[src/rtl/swtrap_pkg.sv]
package swtrap_pkg;
  typedef enum logic [2:0] {
    RK_FALL    = 3'd0,  // user mode, fault raised elsewhere
    RK_HALT    = 3'd1,  // user mode with traps off
    RK_ILLEGAL = 3'd2,
    RK_NORMAL  = 3'd3,
    RK_DEBUG   = 3'd4,
    RK_NOP     = 3'd5
  } ret_kind_e;
endpackage

[src/rtl/swtrap_num.sv]
module swtrap_num #(
  parameter int XLEN  = 32,
  parameter int NUM_W = 8
) (
  input  logic [XLEN-1:0]  base_i,
  input  logic [XLEN-1:0]  ofs_i,
  output logic [NUM_W-1:0] num_o
);
  localparam int LOW_W = NUM_W - 1;

  logic [XLEN-1:0] sum;

  always_comb begin
    sum   = base_i + ofs_i;
    num_o = {1'b1, sum[LOW_W-1:0]};
  end
endmodule

[src/rtl/swtrap_ret_dec.sv]
module swtrap_ret_dec
  import swtrap_pkg::*;
(
  input  logic      s_i,
  input  logic      et_i,
  input  logic      dbg_i,
  input  logic      field_i,
  output ret_kind_e kind_o
);
  // check order is significant
  always_comb begin
    if (!s_i)                  kind_o = et_i ? RK_FALL : RK_HALT;
    else if (et_i)             kind_o = RK_ILLEGAL;
    else if (!dbg_i && !field_i) kind_o = RK_NORMAL;
    else if (dbg_i && field_i) kind_o = RK_DEBUG;
    else                       kind_o = RK_NOP;
  end
endmodule

[src/rtl/swtrap_ctrl.sv]
module swtrap_ctrl
  import swtrap_pkg::*;
#(
  parameter int XLEN  = 32,
  parameter int NUM_W = 8
) (
  input  logic             clk_i,
  input  logic             rst_ni,
  input  logic             trap_req_i,
  input  logic [XLEN-1:0]  trap_base_i,
  input  logic [XLEN-1:0]  trap_ofs_i,
  input  logic             ret_req_i,
  input  logic             ret_dbg_i,
  input  logic [XLEN-1:0]  pc_i,
  input  logic [XLEN-1:0]  saved_pc_i,
  input  logic             saved_ps_i,
  input  logic [XLEN-1:0]  dbg_saved_pc_i,
  input  logic             dbg_saved_et_i,
  input  logic             dbg_saved_s_i,
  input  logic             status_wr_i,
  input  logic             status_s_i,
  input  logic             status_et_i,
  input  logic             dbg_enter_i,
  output logic             sw_irq_o,
  output logic [NUM_W-1:0] sw_irq_num_o,
  output logic [XLEN-1:0]  next_pc_o,
  output logic             next_pc_vld_o,
  output logic             illegal_o,
  output logic             halt_o,
  output logic             s_o,
  output logic             et_o,
  output logic             dbg_o
);
  localparam logic [XLEN-1:0] INSN_BYTES = XLEN'(4);

  logic [NUM_W-1:0] num_d;
  ret_kind_e        kind;
  logic [XLEN-1:0]  pc_d;
  logic             s_d, et_d, dbg_d;

  swtrap_num #(.XLEN(XLEN), .NUM_W(NUM_W)) u_num (
    .base_i (trap_base_i),
    .ofs_i  (trap_ofs_i),
    .num_o  (num_d)
  );

  swtrap_ret_dec u_dec (
    .s_i     (s_o),
    .et_i    (et_o),
    .dbg_i   (dbg_o),
    .field_i (ret_dbg_i),
    .kind_o  (kind)
  );

  always_comb begin
    pc_d  = pc_i + INSN_BYTES;
    s_d   = status_wr_i ? status_s_i  : s_o;
    et_d  = status_wr_i ? status_et_i : et_o;
    dbg_d = dbg_o;
    if (ret_req_i) begin
      unique case (kind)
        RK_NORMAL: begin
          pc_d = saved_pc_i;
          et_d = 1'b1;
          s_d  = saved_ps_i;
        end
        RK_DEBUG: begin
          pc_d  = dbg_saved_pc_i;
          et_d  = dbg_saved_et_i;
          s_d   = dbg_saved_s_i;
          dbg_d = 1'b0;
        end
        default: ;
      endcase
    end
    if (dbg_enter_i) dbg_d = 1'b1;
  end

  always_ff @(posedge clk_i or negedge rst_ni) begin
    if (!rst_ni) begin
      sw_irq_o      <= 1'b0;
      sw_irq_num_o  <= '0;
      next_pc_o     <= '0;
      next_pc_vld_o <= 1'b0;
      illegal_o     <= 1'b0;
      halt_o        <= 1'b0;
      s_o           <= 1'b1;
      et_o          <= 1'b0;
      dbg_o         <= 1'b0;
    end else begin
      sw_irq_o      <= trap_req_i;
      if (trap_req_i) sw_irq_num_o <= num_d;
      next_pc_vld_o <= ret_req_i;
      if (ret_req_i) next_pc_o <= pc_d;
      illegal_o     <= ret_req_i && (kind == RK_ILLEGAL);
      halt_o        <= ret_req_i && (kind == RK_HALT);
      s_o           <= s_d;
      et_o          <= et_d;
      dbg_o         <= dbg_d;
    end
  end
endmodule

[config.mk]
export PLATFORM = sky130hd
export DESIGN_NAME = swtrap_ctrl
export DESIGN_NICKNAME = d
export VERILOG_FILES = /design/src/rtl/swtrap_pkg.sv /design/src/rtl/swtrap_num.sv /design/src/rtl/swtrap_ret_dec.sv /design/src/rtl/swtrap_ctrl.sv
export SDC_FILE = /design/constraint.sdc
export NUM_CORES = 1
export LEC_CHECK = 0
export BUFFER_PORTS_ARGS = -buffer_cell sky130_fd_sc_hd__buf_2
export CAP_MARGIN = 20
export CORE_ASPECT_RATIO = 1.4
export CORE_MARGIN = 1
export CORE_UTILIZATION = 40
export CTS_BUF_LIST = sky130_fd_sc_hd__clkbuf_8
export DETAILED_ROUTE_END_ITERATION = 6
export GPL_TIMING_DRIVEN = 0
export PLACE_DENSITY = 0.79
export SLEW_MARGIN = 20
export SYNTH_ARGS = -nofsm -noshare
export SYNTH_HDL_FRONTEND = slang
export SYNTH_HIERARCHICAL = 1
export SYNTH_SLANG_ARGS = --single-unit
[constraint.sdc]
create_clock -name clk_i -period 2.94 [get_ports clk_i]
set_input_delay 0.588 -clock clk_i [delete_from_list [all_inputs] [get_ports clk_i]]
set_output_delay 0.588 -clock clk_i [all_outputs]
set_load 0.01 [all_outputs]
==> impl_metrics.py <==
metrics = {
    "yosys": {
        "ys_seq_area_frac": 0.385,
        "synth_area_mm2": 0.00305,
        "syn-num-nets": 523,
        "syn_avg_cell_area_um2": 8.90,
        "ys_types": 49,
        "synth_area_leaders": "dfrtp_1 (38%), a221oi_1 (6.6%), nor2_1 (4.8%)",
        "synth_top_flop_cell": "dfrtp_1",
        "synth_top_cell_area_share": 0.377,
        "syn_inst": 343,
        "yosys.area.top_type": "dfrtp_1",
        "synthArstFlopShare": 1.00,
        "synth-edff-count": 0,
        "yosysWarningCount": 6,
        "ys_seq_elements": 47,
    },
    "setup_path": {
        "path_cells": "inv_1 -> nor2_1 -> and3b_1 -> clkbuf_1 -> nor2_2 -> clkbuf_1 -> o21ai_0 -> a21oi_1",
        "startpoint_type": "flop",
        "worstPathArrival_ns": 2.96,
        "critPathMostFrequentCell": "clkbuf_1",
        "r2r_setup_slack_ns": 0.23,
        "crit_required_ns": 3.18,
        "crit_type": "reg -> reg",
        "ff2ff_path_depth": 8,
        "worstReg2RegStart": "s_o$_DFF_PN1_",
        "cp-end-kind": "flop",
        "crit_fanout": 10,
        "cpPeakStageDelay_ns": 0.57,
        "r2r-end": "next_pc_o[13]$_DFFE_PN0P_",
        "startpoint": "s_o$_DFF_PN1_",
        "cp_num_buf_inv": 3,
        "critical-path-slowest-cell": "dfstp_2",
        "path_delay_family": "simple AND/OR/NAND/NOR gates",
    },
    "floorplan": {
        "die_w_um": 75.9,
        "core_area_mm2": 0.00736,
        "die_area_mm2": 0.00799,
        "rows": 37,
        "initial_utilization": 0.415,
        "fp.dieH_um": 105,
        "io_pins": 219,
    },
    "clock_network": {
        "clock-root-buffer": "clkbuf_8",
        "cts_buffer_depth": 2,
        "htree_levels": 2,
        "clkTransAtPathRegs_ns": 0.09,
        "clk_latency_ns": 0.31,
        "cts.sinks": 47,
        "cts_tree": "done",
        "cts_buffers": 5,
    },
    "drt": {
        "antenna_left": 0,
        "drt-pass1-iter-count": 5,
        "wl_um": 10300,
        "vias": 3429,
        "post_drt_wl_per_cell_um": 16.6,
        "viasPerCell": 5.57,
        "drt-initial-drc-count": 178,
        "drc_errors": 0,
    },
    "final_layout": {
        "diodes": 0,
        "finalNetCount": 698,
        "syn2layout_area_growth_pct": 35.1,
        "drive_above_1_share": 0.380,
    },
    "placement": {
        "gp_congestion": 0.970,
        "io_buffers": 168,
        "dp_worst_setup_slack_ns": -0.118,
        "hpwl_um": 8340,
    },
    "pwr": {
        "total_power_mw": 2.75,
        "p_seq_frac": 0.363,
        "vdd_drop_max_mv": 0.303,
        "p_sw_mw": 1.13,
        "pwr-share-comb": 0.480,
        "p_int_mw": 1.62,
        "netSwitchingFraction": 0.411,
        "clkPwrFrac": 0.157,
        "leakagePower_nw": 1.93,
        "p_per_area_mw_per_mm2": 666,
    },
    "timing": {
        "grt_setup_unrepaired": "false",
        "setup_tns_ns": 0,
        "tightest_slew_ns": 0.806,
        "fin_crit_sh": 0.923,
        "setup_violations": 0,
        "max_freq_ghz": 0.368,
        "max_slew_margin": 0.458,
        "fin_crit_ns": 2.71,
        "worst_slack_ns": 0.226,
        "slew_violations": 0,
        "skew_ns": 0.0116,
        "final_hold_viol_count": 0,
        "hold_ws_ns": 0.283,
    },
    "global_routing": {
        "overflow": 0,
        "grt_pass1_wl_um": 15700,
        "grt_usage": 0.262,
        "grt_pass1_vias": 3460,
        "antenna_found_initial": 0,
        "grt_max_degree": 48,
    },
    "job": {
        "drv_cap": 0,
    },
    "run_status": {
        "outcome": "finished clean",
    },
    "worst_hold_path": {
        "hold_class": "in -> async",
    },
}
[Yosys cell counts (4+ instances only)]
cell type   n
ha_1        7
o21ai_0    12
nor4_1      8
nand2_1    20
a31oi_1    10
and3_1      4
nand4_1     9
xor2_1     14
inv_1      14
mux2_2      9
nor2_1     39
dfrtp_1    46
nor3_1      4
xnor2_1     9
o22ai_1     7
clkbuf_1   19
a221oi_1   23
nand3_1    11
a21oi_1    24
a22oi_1     8
o22a_1      4
[power by group through the flow]
stage	sequential (mW)	combinational, mW	clock (mW)
2_1_floorplan	1.11	0.632	0
4_1_cts	0.996	1.31	0.449
3_3_place_gp	0.999	1.28	0
3_5_place_dp	1.01	1.31	0
6_report	0.997	1.32	0.432
5_1_grt	1.03	1.44	0.471
[worst max path at each step]
stage                                endpoint  cells past startpoint  slack [ns]
detailed placement  next_pc_o[13]$_DFFE_PN0P_                      9       -0.12
floorplan           next_pc_o[31]$_DFFE_PN0P_                      6        0.73
CTS                 next_pc_o[13]$_DFFE_PN0P_                      8        0.04
finish              next_pc_o[13]$_DFFE_PN0P_                      8        0.23
global placement    next_pc_o[13]$_DFFE_PN0P_                      9       -0.08
global route        next_pc_o[13]$_DFFE_PN0P_                      8        0.10
[layout make-up]
type	count	area, um^2
Buffer	21	83.8
Timing Repair Buffer	168	843
Clock inverter	1	3.75
Clock buffer	7	96.3
Multi-Input combinational cell	261	1750
Sequential cell	47	1180
Inverter	14	52.6
Fill cell	701	3230
Tap cell	97	121
[routing by layer]
metal / vias to the layer above / part of all wire / global-route usage
met2: 138 / 0.55 / 0.482
met4: 0 / 0.020 / 0.0992
li1: 1637 / - / -
met3: 15 / 0.065 / 0.0564
met5: - / 0 / 0
met1: 1639 / 0.37 / 0.278
[registers in the layout, summed over array words and instances, names as in the netlist]
name           count
s_o                1
illegal_o          1
sw_irq_o           1
dbg_o              1
next_pc_o         32
next_pc_vld_o      1
sw_irq_num_o       8
halt_o             1
et_o               1
[cell families (layout without fill, tap and decap cells)]
group,Yosys count,in the layout,synth area share
compound gates,105,105,0.236
xor+xnor,24,24,0.0713
fa+ha+maj,8,8,0.0352
buf+inv,35,211,0.0447
flops,47,47,0.385
mux,9,9,0.0332
other cells,1,1,0.00123
simple gates,114,114,0.193
[metrics by stage]
step	utilization	area [um^2]	cells
2_1_floorplan	-	3050	343
3_3_place_gp	0.546	4020	608
3_5_place_dp	0.546	4020	608
4_1_cts	0.559	4120	616
5_1_grt	0.561	4130	616
6_report	0.561	4130	616
[layout by cell type (no fill, tap or decap), drive strengths merged, types with 8 or more instances in the layout]
cell and instances:
buf 170, dfrtp 46, nor2 39, clkbuf 26, a21oi 24, a221oi 23, nand2 20, inv 15
xor2 15, nand3 13, o21ai 12, a31oi 10, mux2 9, nand4 9, xnor2 9, a22oi 8
nor4 8
[repair_timing]
item,CTS,global route
endpoints found under the setup margin,0,5
hold buffers,0,0
gates resized for setup,0,1
setup buffers,0,0
(Power assumes the default switching activity.)
